### config.mk
export PLATFORM = sky130hd
export DESIGN_NAME = posted_write_acceptor
export DESIGN_NICKNAME = d
export VERILOG_FILES = /design/src/rtl/pwa_pkg.sv /design/src/rtl/pwa_decode.sv /design/src/rtl/pwa_burst.sv /design/src/rtl/pwa_qwrite.sv /design/src/rtl/posted_write_acceptor.sv
export SDC_FILE = /design/constraint.sdc
export NUM_CORES = 1
export LEC_CHECK = 0
export BUFFER_PORTS_ARGS = -buffer_cell sky130_fd_sc_hd__buf_2
export CORE_MARGIN = 2
export CORE_UTILIZATION = 58
export DETAILED_ROUTE_END_ITERATION = 7
export PLACE_DENSITY = 0.95
export SLEW_MARGIN = 10
export SYNTH_ARGS = -nofsm -noshare
export SYNTH_HDL_FRONTEND = slang
export SYNTH_SLANG_ARGS = --single-unit
### constraint.sdc
create_clock -name clk -period 4.1 [get_ports clk]
set_input_delay 0.205 -clock clk [delete_from_list [all_inputs] [get_ports clk]]
set_output_delay 0.205 -clock clk [all_outputs]
set_load 0.05 [all_outputs]
### src/rtl/pwa_pkg.sv
package pwa_pkg;

    localparam int DATA_W   = 32;
    localparam int CMD_W    = 4;
    localparam int PAGE_LOG = 10;

    localparam logic [CMD_W-1:0] CMD_MEM_WRITE     = 4'b0111;
    localparam logic [CMD_W-1:0] CMD_MEM_WRITE_INV = 4'b1111;

    typedef enum logic [2:0] {
        ST_IDLE,
        ST_DECODE,
        ST_CLAIM,
        ST_DATA,
        ST_HOLD,
        ST_RETRY
    } tgt_state_e;

    typedef struct packed {
        logic              is_addr;
        logic [DATA_W-1:0] payload;
        logic [CMD_W-1:0]  be;
        logic              last;
    } q_entry_t;

    function automatic logic is_posted_cmd(input logic [CMD_W-1:0] c);
        return (c == CMD_MEM_WRITE) || (c == CMD_MEM_WRITE_INV);
    endfunction

    function automatic logic at_page_end(input logic [DATA_W-3:0] dw);
        return &dw[PAGE_LOG-1:0];
    endfunction

endpackage

### src/rtl/pwa_decode.sv
module pwa_decode
    import pwa_pkg::*;
#(
    parameter int FREE_W = 8
) (
    input  logic [DATA_W-1:0] addr,
    input  logic [CMD_W-1:0]  cmd,
    input  logic [DATA_W-1:0] win_base,
    input  logic [DATA_W-1:0] win_limit,
    input  logic [FREE_W-1:0] q_free,
    output logic              hit,
    output logic              room
);
    localparam logic [FREE_W-1:0] MIN_ROOM = FREE_W'(2);

    logic in_window;

    always_comb begin
        in_window = (addr >= win_base) && (addr <= win_limit);
        hit       = is_posted_cmd(cmd) && (addr[1:0] == 2'b00) && in_window;
        room      = (q_free >= MIN_ROOM);
    end
endmodule

### src/rtl/pwa_burst.sv
module pwa_burst
    import pwa_pkg::*;
#(
    parameter int FREE_W = 8,
    parameter int LINE_W = 8
) (
    input  logic              clk,
    input  logic              rst,
    input  logic              load,
    input  logic              advance,
    input  logic [DATA_W-3:0] start_dw,
    input  logic              is_mwi,
    input  logic [LINE_W-1:0] line_dw,
    input  logic [FREE_W-1:0] free_in,
    output logic              final_phase
);
    logic [DATA_W-3:0] dw_q;
    logic [FREE_W-1:0] credit_q;
    logic              mwi_q;
    logic [LINE_W-1:0] line_mask;
    logic              line_end;
    logic              credit_end;

    always_ff @(posedge clk) begin
        if (rst) begin
            dw_q     <= '0;
            credit_q <= '0;
            mwi_q    <= 1'b0;
        end else if (load) begin
            dw_q     <= start_dw;
            credit_q <= free_in - FREE_W'(1);
            mwi_q    <= is_mwi;
        end else if (advance) begin
            dw_q     <= dw_q + 1'b1;
            credit_q <= credit_q - FREE_W'(1);
        end
    end

    always_comb begin
        line_mask   = line_dw - LINE_W'(1);
        line_end    = (dw_q[LINE_W-1:0] & line_mask) == line_mask;
        credit_end  = (credit_q == FREE_W'(1));
        final_phase = credit_end || (mwi_q ? line_end : at_page_end(dw_q));
    end
endmodule

### src/rtl/pwa_qwrite.sv
module pwa_qwrite
    import pwa_pkg::*;
(
    input  logic              clk,
    input  logic              rst,
    input  logic              push_addr,
    input  logic              push_data,
    input  logic [DATA_W-1:0] addr,
    input  logic [CMD_W-1:0]  cmd,
    input  logic [DATA_W-1:0] ad,
    input  logic [CMD_W-1:0]  cbe_n,
    input  logic              last,
    output logic              push,
    output q_entry_t          entry
);
    q_entry_t next_entry;

    always_comb begin
        next_entry = '0;
        if (push_addr) begin
            next_entry.is_addr = 1'b1;
            next_entry.payload = addr;
            next_entry.be      = cmd;
        end else begin
            next_entry.payload = ad;
            next_entry.be      = ~cbe_n;
            next_entry.last    = last;
        end
    end

    always_ff @(posedge clk) begin
        if (rst) begin
            push  <= 1'b0;
            entry <= '0;
        end else begin
            push <= push_addr || push_data;
            if (push_addr || push_data) begin
                entry <= next_entry;
            end
        end
    end
endmodule

### src/rtl/posted_write_acceptor.sv
module posted_write_acceptor
    import pwa_pkg::*;
#(
    parameter int FREE_W = 8,
    parameter int LINE_W = 8
) (
    input  logic              clk,
    input  logic              rst,
    input  logic              frame_n,
    input  logic              irdy_n,
    input  logic [DATA_W-1:0] ad,
    input  logic [CMD_W-1:0]  cbe_n,
    output logic              devsel_n,
    output logic              trdy_n,
    output logic              stop_n,
    input  logic [DATA_W-1:0] win_base,
    input  logic [DATA_W-1:0] win_limit,
    input  logic [LINE_W-1:0] line_dw,
    input  logic [FREE_W-1:0] q_free,
    output logic              q_push,
    output logic              q_is_addr,
    output logic [DATA_W-1:0] q_payload,
    output logic [CMD_W-1:0]  q_be,
    output logic              q_last
);
    tgt_state_e        state_q;
    tgt_state_e        state_d;
    logic              frame_prev_q;
    logic [DATA_W-1:0] addr_q;
    logic [CMD_W-1:0]  cmd_q;
    logic              hit;
    logic              room;
    logic              final_phase;
    logic              addr_phase;
    logic              claim;
    logic              xfer;
    logic              xfer_last;
    q_entry_t          entry;

    pwa_decode #(.FREE_W(FREE_W)) u_decode (
        .addr      (addr_q),
        .cmd       (cmd_q),
        .win_base  (win_base),
        .win_limit (win_limit),
        .q_free    (q_free),
        .hit       (hit),
        .room      (room)
    );

    pwa_burst #(.FREE_W(FREE_W), .LINE_W(LINE_W)) u_burst (
        .clk         (clk),
        .rst         (rst),
        .load        (claim),
        .advance     (xfer),
        .start_dw    (addr_q[DATA_W-1:2]),
        .is_mwi      (cmd_q == CMD_MEM_WRITE_INV),
        .line_dw     (line_dw),
        .free_in     (q_free),
        .final_phase (final_phase)
    );

    pwa_qwrite u_qwrite (
        .clk       (clk),
        .rst       (rst),
        .push_addr (claim),
        .push_data (xfer),
        .addr      (addr_q),
        .cmd       (cmd_q),
        .ad        (ad),
        .cbe_n     (cbe_n),
        .last      (xfer_last),
        .push      (q_push),
        .entry     (entry)
    );

    always_comb begin
        addr_phase = (state_q == ST_IDLE) && !frame_n && frame_prev_q;
        claim      = (state_q == ST_DECODE) && hit && room;
        xfer       = (state_q == ST_DATA) && !irdy_n;
        xfer_last  = frame_n || final_phase;
    end

    always_comb begin
        state_d = state_q;
        unique case (state_q)
            ST_IDLE:   if (addr_phase) state_d = ST_DECODE;
            ST_DECODE: begin
                if (claim)    state_d = ST_CLAIM;
                else if (hit) state_d = ST_RETRY;
                else          state_d = ST_IDLE;
            end
            ST_CLAIM:  state_d = ST_DATA;
            ST_DATA: begin
                if (xfer) begin
                    if (frame_n)          state_d = ST_IDLE;
                    else if (final_phase) state_d = ST_HOLD;
                end
            end
            ST_HOLD:   if (frame_n) state_d = ST_IDLE;
            ST_RETRY:  if (frame_n) state_d = ST_IDLE;
            default:   state_d = ST_IDLE;
        endcase
    end

    always_ff @(posedge clk) begin
        if (rst) begin
            state_q      <= ST_IDLE;
            frame_prev_q <= 1'b1;
            addr_q       <= '0;
            cmd_q        <= '0;
        end else begin
            state_q      <= state_d;
            frame_prev_q <= frame_n;
            if (addr_phase) begin
                addr_q <= ad;
                cmd_q  <= cbe_n;
            end
        end
    end

    always_comb begin
        devsel_n  = !((state_q == ST_CLAIM) || (state_q == ST_DATA) ||
                      (state_q == ST_HOLD)  || (state_q == ST_RETRY));
        trdy_n    = !(state_q == ST_DATA);
        stop_n    = !(((state_q == ST_DATA) && final_phase) ||
                      (state_q == ST_HOLD) || (state_q == ST_RETRY));
        q_is_addr = entry.is_addr;
        q_payload = entry.payload;
        q_be      = entry.be;
        q_last    = entry.last;
    end

    // a claim (devsel falling without stop) is followed by trdy
    p_trdy_after_devsel_r3: assert property (@(posedge clk) disable iff (rst)
        ($fell(devsel_n) && stop_n) |=> !trdy_n);

    // the address entry appears exactly when the claim is not a retry
    p_claim_pushes_addr_r4: assert property (@(posedge clk) disable iff (rst)
        $fell(devsel_n) |-> ((q_push && q_is_addr) == stop_n));

    // a data entry only follows a completed data phase
    p_data_needs_xfer_r5: assert property (@(posedge clk) disable iff (rst)
        (q_push && !q_is_addr) |-> $past(!irdy_n && !trdy_n));

    // a data phase taken under stop is flagged as the last entry
    p_last_on_stop_r7: assert property (@(posedge clk) disable iff (rst)
        (q_push && !q_is_addr && $past(!stop_n)) |-> q_last);

    // stop is held while the initiator keeps the frame asserted
    p_stop_held_r9: assert property (@(posedge clk) disable iff (rst)
        (!stop_n && !frame_n) |=> !stop_n);

endmodule

# After elaboration in Yosys (flattened, before gate mapping)
# Cells that the tools add are included.
[word_totals]
inputBits = 120
ff_bits = 118
[op_classes]
n_bitwise = 2
magnitude_cmp = 3
eq_ne = 13
reduce_logical = 29
mux = 16
n_addsub = 4
[ops]
columns = ["op", "count"]
rows = [
  ["$mux W30", 2],
  ["$mux W36", 1],
  ["$ge A32 B32 Y1", 1],
  ["$le A32 B32 Y1", 1],
  ["$add A30 B1 Y30 const B", 1],
  ["$sub A8 B1 Y8 const B", 3],
  ["$mux W3", 7],
  ["$mux W8", 2],
  ["$pmux W3 S5", 1],
  ["$reduce_and A10 Y1", 1],
  ["$logic_and A1 B1 Y1", 9],
  ["$logic_or A1 B1 Y1", 9],
  ["$and A8 B8 Y8", 1],
  ["$eq A8 B1 Y1 const B", 1],
  ["$eq A8 B8 Y1", 1],
  ["$ge A8 B2 Y1 const B", 1],
  ["$eq A3 B2 Y1 const B", 2],
  ["$eq A3 B3 Y1 const B", 2],
  ["$logic_not A1 Y1", 5],
  ["$eq A4 B3 Y1 const B", 1],
  ["$eq A4 B4 Y1 const B", 1],
  ["$ne A2 B1 Y1 const B", 2],
  ["$not A4 Y4", 1],
  ["$reduce_and A4 Y1", 1],
  ["other kinds (8)", 10],
]

# Depth between registers and ports, before layout
# Gate-level depths: netlist (run 1).
[depth]
depth_word = 9
ltp_mapped = 11

# Cells and area by module
# A second synthesis (run 1) with hierarchy kept.
[unflattened]
cells_unflattened = 773
hier_area_um2 = 6457.4
[modules_own_cells]
columns = ["module", "seq_area_each_um2", "area_per_inst_um2", "n_inst", "cells_per_inst"]
rows = [
  ["pwa_qwrite", 780.7, 1846.8, 1, 175],
  ["posted_write_acceptor", 800.8, 1725.4, 1, 207],
  ["pwa_decode", 0.0, 1614.0, 1, 232],
  ["pwa_burst", 380.4, 1271.2, 1, 159],
]

# Worst setup path before layout (run 1)
# Ideal clock, no wire load.
[synth_timing]
path_type = "register to register"
from = "reg addr_q[0]"
to = "reg u_qwrite.entry[22] (netlist name)"
period_less_slack_ns = 2.415
arrival_ns = 2.345
path_slack_ns = 1.685
setup_ns = 0.070
path_stages_with_launch = 12
path_cell_list = "dfxtp_1 -> inv_1 -> ha_1 -> nand2b_1 -> a2111oi_0 -> nor4b_1 -> o311ai_2 -> a211o_1 -> buf_6 -> buf_2 -> o211ai_1 -> a21oi_1"
[synth_via]
elab_chain_cells = 6
elab_cells_between_ends = 10
[synth_rtl]
columns = ["element", "line_no", "rtl"]
rows = [
  ["start: declaration", "posted_write_acceptor.sv:29", "logic [DATA_W-1:0] addr_q;"],
  ["start signal: assignment", "posted_write_acceptor.sv:109", "addr_q <= '0;"],
  ["start signal: assignment", "posted_write_acceptor.sv:115", "addr_q <= ad;"],
  ["$ge A32 B32 Y1, or another cell as far along", "pwa_decode.sv:19", "in_window = (addr >= win_base) && (addr <= win_limit);"],
  ["$logic_and A1 B1 Y1, on equally long branches", "pwa_decode.sv:19, pwa_decode.sv:20", ""],
  ["$logic_and A1 B1 Y1 *", "pwa_decode.sv:20", "hit = is_posted_cmd(cmd) && (addr[1:0] == 2'b00) && in_window;"],
  ["$logic_and A1 B1 Y1 * (2 in a row)", "posted_write_acceptor.sv:78", "claim = (state_q == ST_DECODE) && hit && room;"],
  ["$mux W36 or $logic_or A1 B1 Y1 (tied branches)", "pwa_qwrite.sv:20, pwa_qwrite.sv:37", ""],
]
# Mark *: on every way between the ends. The rest lies on a longest branch, timed or not.
# A chain may end at the register's enable or synchronous reset.

# Worst setup path in the final report (run 1)
[layout_timing]
from = "reg addr_q[29]"
to = "reg u_burst.credit_q[2]"
[layout_via]
elab_chain_cells = 6
elab_cells_between_ends = 8
[layout_rtl]
columns = ["element", "line_no", "rtl"]
rows = [
  ["$ge A32 B32 Y1 or $le A32 B32 Y1 (tied branches)", "pwa_decode.sv:19", ""],
  ["$logic_and A1 B1 Y1 *", "pwa_decode.sv:19", ""],
  ["$logic_and A1 B1 Y1 *", "pwa_decode.sv:20", ""],
  ["$logic_and A1 B1 Y1 * (2 in a row)", "posted_write_acceptor.sv:78", ""],
  ["$mux W8 or $reduce_bool A2 Y1 (tied branches)", "n/a", ""],
  ["end signal: assignment", "pwa_burst.sv:31", "credit_q <= free_in - FREE_W'(1);"],
  ["end signal: assignment", "pwa_burst.sv:35", "credit_q <= credit_q - FREE_W'(1);"],
  ["end: declaration", "pwa_burst.sv:18", "logic [FREE_W-1:0] credit_q;"],
]
# Marks and branches as above.

==> results.md, run 1 <==
- The post-synth net total is 973.
- Among all flip-flop cells after synthesis, the most frequent one is dfxtp_1.
- The arrival time reported for the critical path endpoint is 3.43 ns.
- The global-route wire length before repair is 28000 um.
- Counting flops with a built-in enable in the synthesized netlist gives 0.
- For this design the total switching power over the nets is 0.616 mW.
- The setup path with the least slack is of type flip-flop to flip-flop.
- After detailed routing, the total wire length is 17800 um.
- The number of cells on the worst hold path is 3.
- In this run switching power makes up 31.1% of total power.
- The sequential area share after synthesis is 31.3%.
- In this run the remaining antenna-violating nets after routing total 0.
- In the final routed layout, each cell accounts on average for 16.8 um.
- The sum of net half-perimeters after detailed placement is 13000 um.
- Averaged over all synthesized cells, the footprint is 8.01 um2.
- The final max-slew violation count was 0.
- The total of cells resized after clock tree synthesis is 0.
- The depth of the worst register-to-register path is 9.
- The final setup violation count is 0.
- The share of post-route cells with drive strength above 1 is 22.3%.
- The power density over the cells is 270 mW/mm2.
- The cts-stage hold buffer count is 0.
- The number of clock sinks is 98.
- The origin of the worst min-delay path is ad[30].
- The Yosys step of the flow raised 0 warnings.
- The total clock buffers created by CTS is 9.
- The final critical-path required period is 3.16 ns.
- The pin count of the biggest net entering global routing is 109.
- The flow ran to the end, and the final reports show no timing, DRC or antenna violations.
- The clock skew is 0.0191 ns.
- The clock slew seen by the registers of the worst setup and hold paths is 0.12 ns.
- The number of hold violations in the final report came to 0.
- The hold slack is 0.0649 ns.
- The clock power share is 32.2%.
- The mapped netlist covers 0.00627 mm2.
- The number of flip-flops and latches in the synthesized netlist is 98.
- The number of standard-cell rows in the floorplan is 37.
- The launching instance or port of the critical path is addr_q[29].
- The worst hold path belongs to the class input port to flip-flop.
- The element type at the critical path start is a flip-flop.
- The clock tree buffer depth is 2.
- The capturing element type of the critical path is a flip-flop.
- The layout net count is 1107.
- Routability-driven placement finished with a final weighted congestion of 0.915.
- Summing over every cut layer, the via total after detailed routing is 6587.
- The antenna cell count is 0.
- Timing would allow up to 316 MHz.
- After detailed placement, the design holds a cell count of 1042.
- Of the available clock period, the critical path in the final layout requires 77.1%.
- The combined global-route utilization of all metal layers is 29.8%.
- Of the total power, registers draw 51.1%.
- The die is 108 um wide.
- The filler cells instantiated in the layout total 829.
- The worst reg2reg path startpoint is addr_q[29].
- The TritonCTS clock tree is built.
- Synthesis handed over a netlist of 783 instances.
- The area of the die is 0.0117 mm2.
- After synthesis, the share of flip-flops with an asynchronous set or reset is 0%.
- The number of antenna violations at the first check in global routing is 0.
- Setup repair after global routing left no endpoint under its margin.
- The via count of the first global-routing pass was 6183.
- The total leakage power is 3.30 nW.
- Max-cap violations in this run came to 0.
- At the pin with the least slew margin, the transition time is 1.09 ns.
- After routing, the total negative slack on setup checks comes to 0 ns.
- The post-layout utilization of the core is 70.4%.
- Using the TritonRoute via totals, the vias-per-cell ratio works out to 6.23.
- The first detailed-routing pass took 6 iterations.
- The worst register-to-register path ends at u_burst.credit_q[2].
- The final global-route overflow total is 0.
- The internal cell power is 1.36 mW.
- The relative contribution of combinational cells to total power is 16.7%.
- The clock latency of the later-clocked register in the worst-skew pair is 0.37 ns.
- Across the VDD grid, the largest voltage drop is 0.171 mV.
- For the worst setup path, the data required time is 4.37 ns.
- The H-tree was split into 3 levels.
- The synthesis-to-finish area growth is 16.9%.
- The initial core utilization is 60.2%.
- The floorplan step set the die height to 108 um.
- In this run the tightest slew margin relative to its limit is 27.6%.
- The worst hold path terminates at addr_q[30].
- The netlist uses 62 different library cells.
- The count of pins on the block boundary is 162.
- The quantity of I/O buffers inserted on ports is 161.
- For this run, design rule violations remaining after detail routing come to 0.
- The highest fanout seen on the critical path is 14.
- The cell chosen for the clock root is clkbuf_8.
- The count of routing violations after the opening detailed-route iteration is 546.
- The core region is 0.0104 mm2.
- The worst register-to-register path has a setup slack of 0.94 ns.
- The number of setup buffers added after CTS is 0.
- The final cell count without fillers is 1058.
worst max-delay path by stage:
| stage | endpoint | slack (ns) |
|---|---|---|
| floorplan | u_qwrite.entry[22] | 1.68 |
| global placement | u_burst.credit_q[2] | 1.02 |
| detailed placement | u_burst.credit_q[2] | 1.01 |
| CTS | u_burst.credit_q[2] | 0.98 |
| global route | u_burst.credit_q[2] | 0.80 |
| finish | u_burst.credit_q[2] | 0.94 |
cells in the final DEF, fill, tap and decap left out, drive strengths merged, types with 4 or more instances in the layout:
cell | Yosys | layout
buf | 23 | 173
o21ai | 12 | 12
a21o | 6 | 6
o211ai | 43 | 43
dfxtp | 98 | 98
nand3 | 13 | 13
nand4 | 16 | 16
nand2b | 7 | 7
a31oi | 9 | 9
nor4 | 4 | 4
nor3 | 14 | 14
nor2b | 5 | 5
xor2 | 10 | 10
xnor2 | 8 | 8
a211oi | 7 | 7
inv | 79 | 82
nand2 | 99 | 99
a32oi | 34 | 34
clkbuf | 27 | 9
nor2 | 25 | 25
clkinv | 0 | 4
or3 | 4 | 4
a21oi | 117 | 117
ha | 70 | 70
power groups by stage:
| stage | clock, mW | combinational [mW] | sequential (mW) |
|---|---|---|---|
| after floorplan | 0 | 0.197 | 1.02 |
| after global placement | 0 | 0.312 | 1.03 |
| after detailed placement | 0 | 0.323 | 1.03 |
| after CTS | 0.642 | 0.326 | 1.01 |
| after global routing | 0.672 | 0.371 | 1.01 |
| final | 0.637 | 0.330 | 1.01 |
registers in the layout, summed over array words and instances, names as in the netlist:
register          cells
u_qwrite.entry       38
addr_q               32
u_burst.dw_q         10
u_burst.credit_q      8
cmd_q                 4
state_q               3
frame_prev_q          1
u_burst.mwi_q         1
u_qwrite.push         1
worst max-delay path: stages, from the launching register on:
cell	delay (ns)
dfxtp_1	0.37
ha_1	0.31
nand4_1	0.24
nor4_1	0.51
o41ai_1	0.15
a31oi_1	0.32
a211o_1	0.37
buf_4	0.28
o21ai_2	0.16
o221a_2	0.34
through the flow:
step	instance area [um2]	worst slack, ns	power [mW]
2_1_floorplan	6270	1.68	1.22
3_3_place_gp	7130	1.02	1.34
3_5_place_dp	7130	1.01	1.35
4_1_cts	7340	0.983	1.98
5_1_grt	7340	0.801	2.06
6_report	7340	0.939	1.98
cells by family after synthesis:
kind of cell    synth area share [%]
compound gates                  28.2
xor+xnor                        2.51
fa+ha+maj                       14.0
buf+inv                         8.53
flops                           31.3
simple gates                    15.5
cell type report:
class | count | area, um2 | share of cell area (%)
Clock buffer | 9 | 124 | 1.69
Clock inverter | 7 | 81.3 | 1.11
Inverter | 79 | 297 | 4.04
Multi-Input combinational cell | 556 | 3800 | 51.9
Sequential cell | 98 | 1960 | 26.7
Tap cell | 136 | 170 | 2.32
Timing Repair Buffer | 173 | 898 | 12.2
Yosys cell counts (3+ instances only):
master    number  area (um2)
o21ai_0       11        55.1
a21oi_1      117         586
nor2_1        25        93.8
xor2_1        10        87.6
a211o_1        3        26.3
nor4_1         4        25.0
nand4_1       16         100
a311oi_1       3        26.3
o211ai_1      43         323
buf_4          5        37.5
or3_1          4        25.0
dfxtp_1       98        1960
or4_1          3        22.5
buf_2         14        70.1
xnor2_1        8        70.1
a31oi_1        9        56.3
nor2b_1        4        25.0
a32oi_1       34         298
a211oi_1       5        37.5
nand2_1       98         368
nand4b_1       3        26.3
nand3_1       13        65.1
inv_1         79         297
nor3b_1        3        22.5
nand2b_1       7        43.8
clkbuf_1      27         101
nor3_1        13        65.1
ha_1          70         876
a21o_1         6        45.0
layer usage:
metal	track usage, %	wire length (um)
met2	49.3	8170
met3	5.61	1790
met5	0	0
met4	14.4	669
met1	37.4	7180
Power figures use the tool's default switching activity.
==> inputs of run 2 (changes only) <==
--- a/config.mk
+++ b/config.mk
@@ -5,11 +5,12 @@
 export SDC_FILE = /design/constraint.sdc
 export NUM_CORES = 1
 export LEC_CHECK = 0
+export ABC_AREA = 1
 export BUFFER_PORTS_ARGS = -buffer_cell sky130_fd_sc_hd__buf_2
 export CORE_MARGIN = 2
-export CORE_UTILIZATION = 58
+export CORE_UTILIZATION = 49
 export DETAILED_ROUTE_END_ITERATION = 7
-export PLACE_DENSITY = 0.95
+export PLACE_DENSITY = 0.86
 export SLEW_MARGIN = 10
 export SYNTH_ARGS = -nofsm -noshare
 export SYNTH_HDL_FRONTEND = slang
==> constraint.sdc (replaced) <==
create_clock -name clk -period 2.6 [get_ports clk]
set_input_delay 0.13 -clock clk [delete_from_list [all_inputs] [get_ports clk]]
set_output_delay 0.13 -clock clk [all_outputs]
set_load 0.05 [all_outputs]
==> results.md, run 2 <==
- The flow ran to the end, and the final reports show no timing, DRC or antenna violations.
- The number of clock sinks is 98.
- Setup violations remaining at the end of the flow were counted as 0.
- The H-tree was split into 3 levels.
- For this configuration, the core starts out at a cell density of 50.2%.
- The synthesis-to-finish area growth is 18.0%.
- The clock power share is 34.1%.
- The clock skew is 0.00977 ns.
- The worst setup path is launched from a flip-flop.
- In the synthesized netlist the dominant register cell turns out to be dfxtp_1.
- Along the worst path, the maximum fanout reaches 5.
- The TritonCTS clock tree is built.
- The average instance area after synthesis is 6.50 um2.
- The sum of negative setup slack is 0 ns.
- The total area inside the core boundary comes to 0.0132 mm2.
- The width of the die is 120 um.
- The total of max-cap violations is 0.
- The overall power of the completed layout is 3.68 mW.
- The actual slew at the worst max-slew pin is 0.498 ns.
- The fraction of post-synthesis cell area in the top cell type by area is 29.5%.
- The clock latency of the later-clocked register in the worst-skew pair is 0.35 ns.
- The clock slew seen by the registers of the worst setup and hold paths is 0.07 ns.
- Before antenna repair, the detailed router went through 5 iterations.
- The quantity of I/O buffers inserted on ports is 161.
- u_qwrite.entry holds more flip-flops than any other register.
- Yosys printed 0 warnings.
- The number of standard-cell rows in the floorplan is 42.
- Combinational cells account for 20.7% of the total power.
- The die covers 0.0145 mm2.
- Sorting the synthesized cells by how often they occur yields nand2_1, nor2_1, inv_1, dfxtp_1, ha_1.
- The total number of vias is 6942.
- The internal cell power is 2.56 mW.
- After detailed routing, the number of vias per cell comes to 5.15.
- The capturing element type of the critical path is a primary output.
- Measured in cells, the most critical reg-to-reg path has a length of 13.
- In the layout the commonest cells are nand2_1, nor2_1, inv_1, buf_2, dfxtp_1.
- The largest registers in the layout are u_qwrite.entry x38, addr_q x32, u_burst.dw_q x10.
- Setup repair after global routing left no endpoint under its margin.
- The via count of the first global-routing pass is 6458.
- The most frequent cell after synthesis is nand2_1.
- The antenna cell count is 0.
- Hold repair after CTS inserted 0 buffers.
- The synthesized design contains 98 register bits.
- The arrival time reported for the critical path endpoint is 2.26 ns.
- The final critical-path share of the clock period is 92.0%.
- The number of antenna violations at the first check in global routing came to 0.
- The register with the most flip-flops in the layout has 38 of them.
- The count of nets left with antenna violations once routing finished came out at 0.
- The final max-slew violation count is 0.
- Sequential cells account for 45.2% of the total power.
- The die height is 120 um.
- The post-synth net total is 1212.
- The first global-routing pass estimated 29400 um of wire.
- VDD sags by at most 0.375 mV.
- The number of hold violations in the final report came to 0.
- The total standard cell area after synthesis is 0.00665 mm2.
- The number of setup buffers added after CTS is 0.
- The switching share of power is 30.5%.
- The mean routed wirelength per cell is 13.6 um.
- The number of different library cells used by synthesis comes to 38.
- The number of fill cells in the layout is 1252.
- After global routing the overflow that remains totals 0.
- After detailed routing, the total wire length is 18300 um.
- The most common cell after layout, fill and taps aside is nand2_1.
- The power density over the cells is 470 mW/mm2.
- The final critical-path required period is 2.39 ns.
- The count of pins on the block boundary is 162.
- Headroom to the max-slew limit came out at 66.8%.
- The tree is rooted in a clkbuf_16.
- Entering global routing, the biggest net connects 51 pins.
- The HPWL after detailed placement is 13700 um.
- Data on the critical path is required at its endpoint by 2.47 ns.
- The worst setup path is of the flip-flop to primary output kind.
- The sequential area share after synthesis is 29.5%.
- The post-detailed-route DRC marker count is 0.
- The layout net count is 1358.
- Counting every instance in the synthesized netlist gives 1022.
- The class of the most critical hold timing path is input port to flip-flop.
- Across every metal layer, demand over resource in global routing totals 25.2%.
- Buffers inserted during clock tree synthesis total 9.
- In this run, the number of DRC markers left after iteration 0 of detailed routing was 392.
- The total leakage power is 4.37 nW.
- The post-route netlist has 17.3% of its cells at a drive strength greater than 1.
- The total of cells resized after clock tree synthesis is 0.
- Counting along the longest clock path gives a buffer depth of 2.
- The number of enable-type register cells in the synthesized netlist is 0.
- The most area-hungry cell type in the Yosys netlist is dfxtp_1.
- After synthesis, the cell types taking the most area are dfxtp_1, ha_1, nand2_1, nor2_1, inv_1.
- The number of cells on the worst hold path is 3.
- Routability-driven placement finished with a final weighted congestion of 0.864.
- The fraction of synthesis flops using an asynchronous set or reset pin is 0%.
- The maximum achievable frequency is 418 MHz.
- The switching power is 1.12 mW.
==> run 2: worst paths after layout <==
| path | to | slack, ns | from |
|---|---|---|---|
| hold / removal | frame_prev_q | 0.01 | frame_n |
| setup reg to reg | u_qwrite.entry[12] | 0.28 | addr_q[27] |
| hold reg to reg | u_qwrite.entry[37] | 0.48 | u_qwrite.entry[37] |
| setup / recovery | stop_n | 0.21 | u_burst.dw_q[0] |
==> run 2: area by class of cell <==
cell class                      count  area [um2]  area share (%)
Multi-Input combinational cell    721        3860            49.2
Sequential cell                    98        1960            25.0
Timing Repair Buffer              175         911            11.6
Inverter                          163         612            7.80
Clock buffer                       10         239            3.05
Tap cell                          176         220            2.81
Clock inverter                      6        40.0           0.510
==> run 2: kinds of logic after synthesis <==
kind of cell / synth area share [%]
DFF: 29.5
buffers and inverters: 12.6
AOI/OAI and AO/OA: 8.45
and+or+nand+nor: 33.3
adders and majority gates: 13.2
xor gates and xnor gates: 2.90
==> run 2: power by group through the flow <==
stage / clock (mW) / combinational, mW / sequential [mW]
floorplan: 0 / 0.512 / 1.67
global placement: 0 / 0.728 / 1.69
detailed placement: 0 / 0.750 / 1.70
CTS: 1.28 / 0.757 / 1.66
global route: 1.34 / 0.875 / 1.67
finish: 1.26 / 0.762 / 1.66
==> run 2: per-layer routing <==
layer	up-vias	global-route usage [%]	wire length [um]
met2	261	44.1	8750
li1	3523	-	-
met1	3123	30.6	7680
met4	0	8.72	478
met3	35	5.00	1380
met5	-	0	0
==> run 2: stage by stage <==
stage               worst slack (ns)  hold slack [ns]  cell area (um2)  util, %  std cells
global route                  0.0886          0.00654             7840     59.2       1349
CTS                            0.209          0.00114             7840     59.2       1349
global placement               0.284            0.362             7560     57.1       1333
detailed placement             0.223            0.366             7560     57.1       1333
floorplan                      0.310            0.239             6650        -       1022
finish                         0.209           0.0111             7840     59.2       1349
==> run 2: worst max-delay path: stages, from the launching register on <==
cell and delay (ns):
dfxtp_1 0.43, ha_1 0.20, nand2_1 0.07, nor2_1 0.16
nand3_1 0.15, nor3_2 0.20, a31oi_1 0.21, a31o_2 0.29
buf_2 0.21
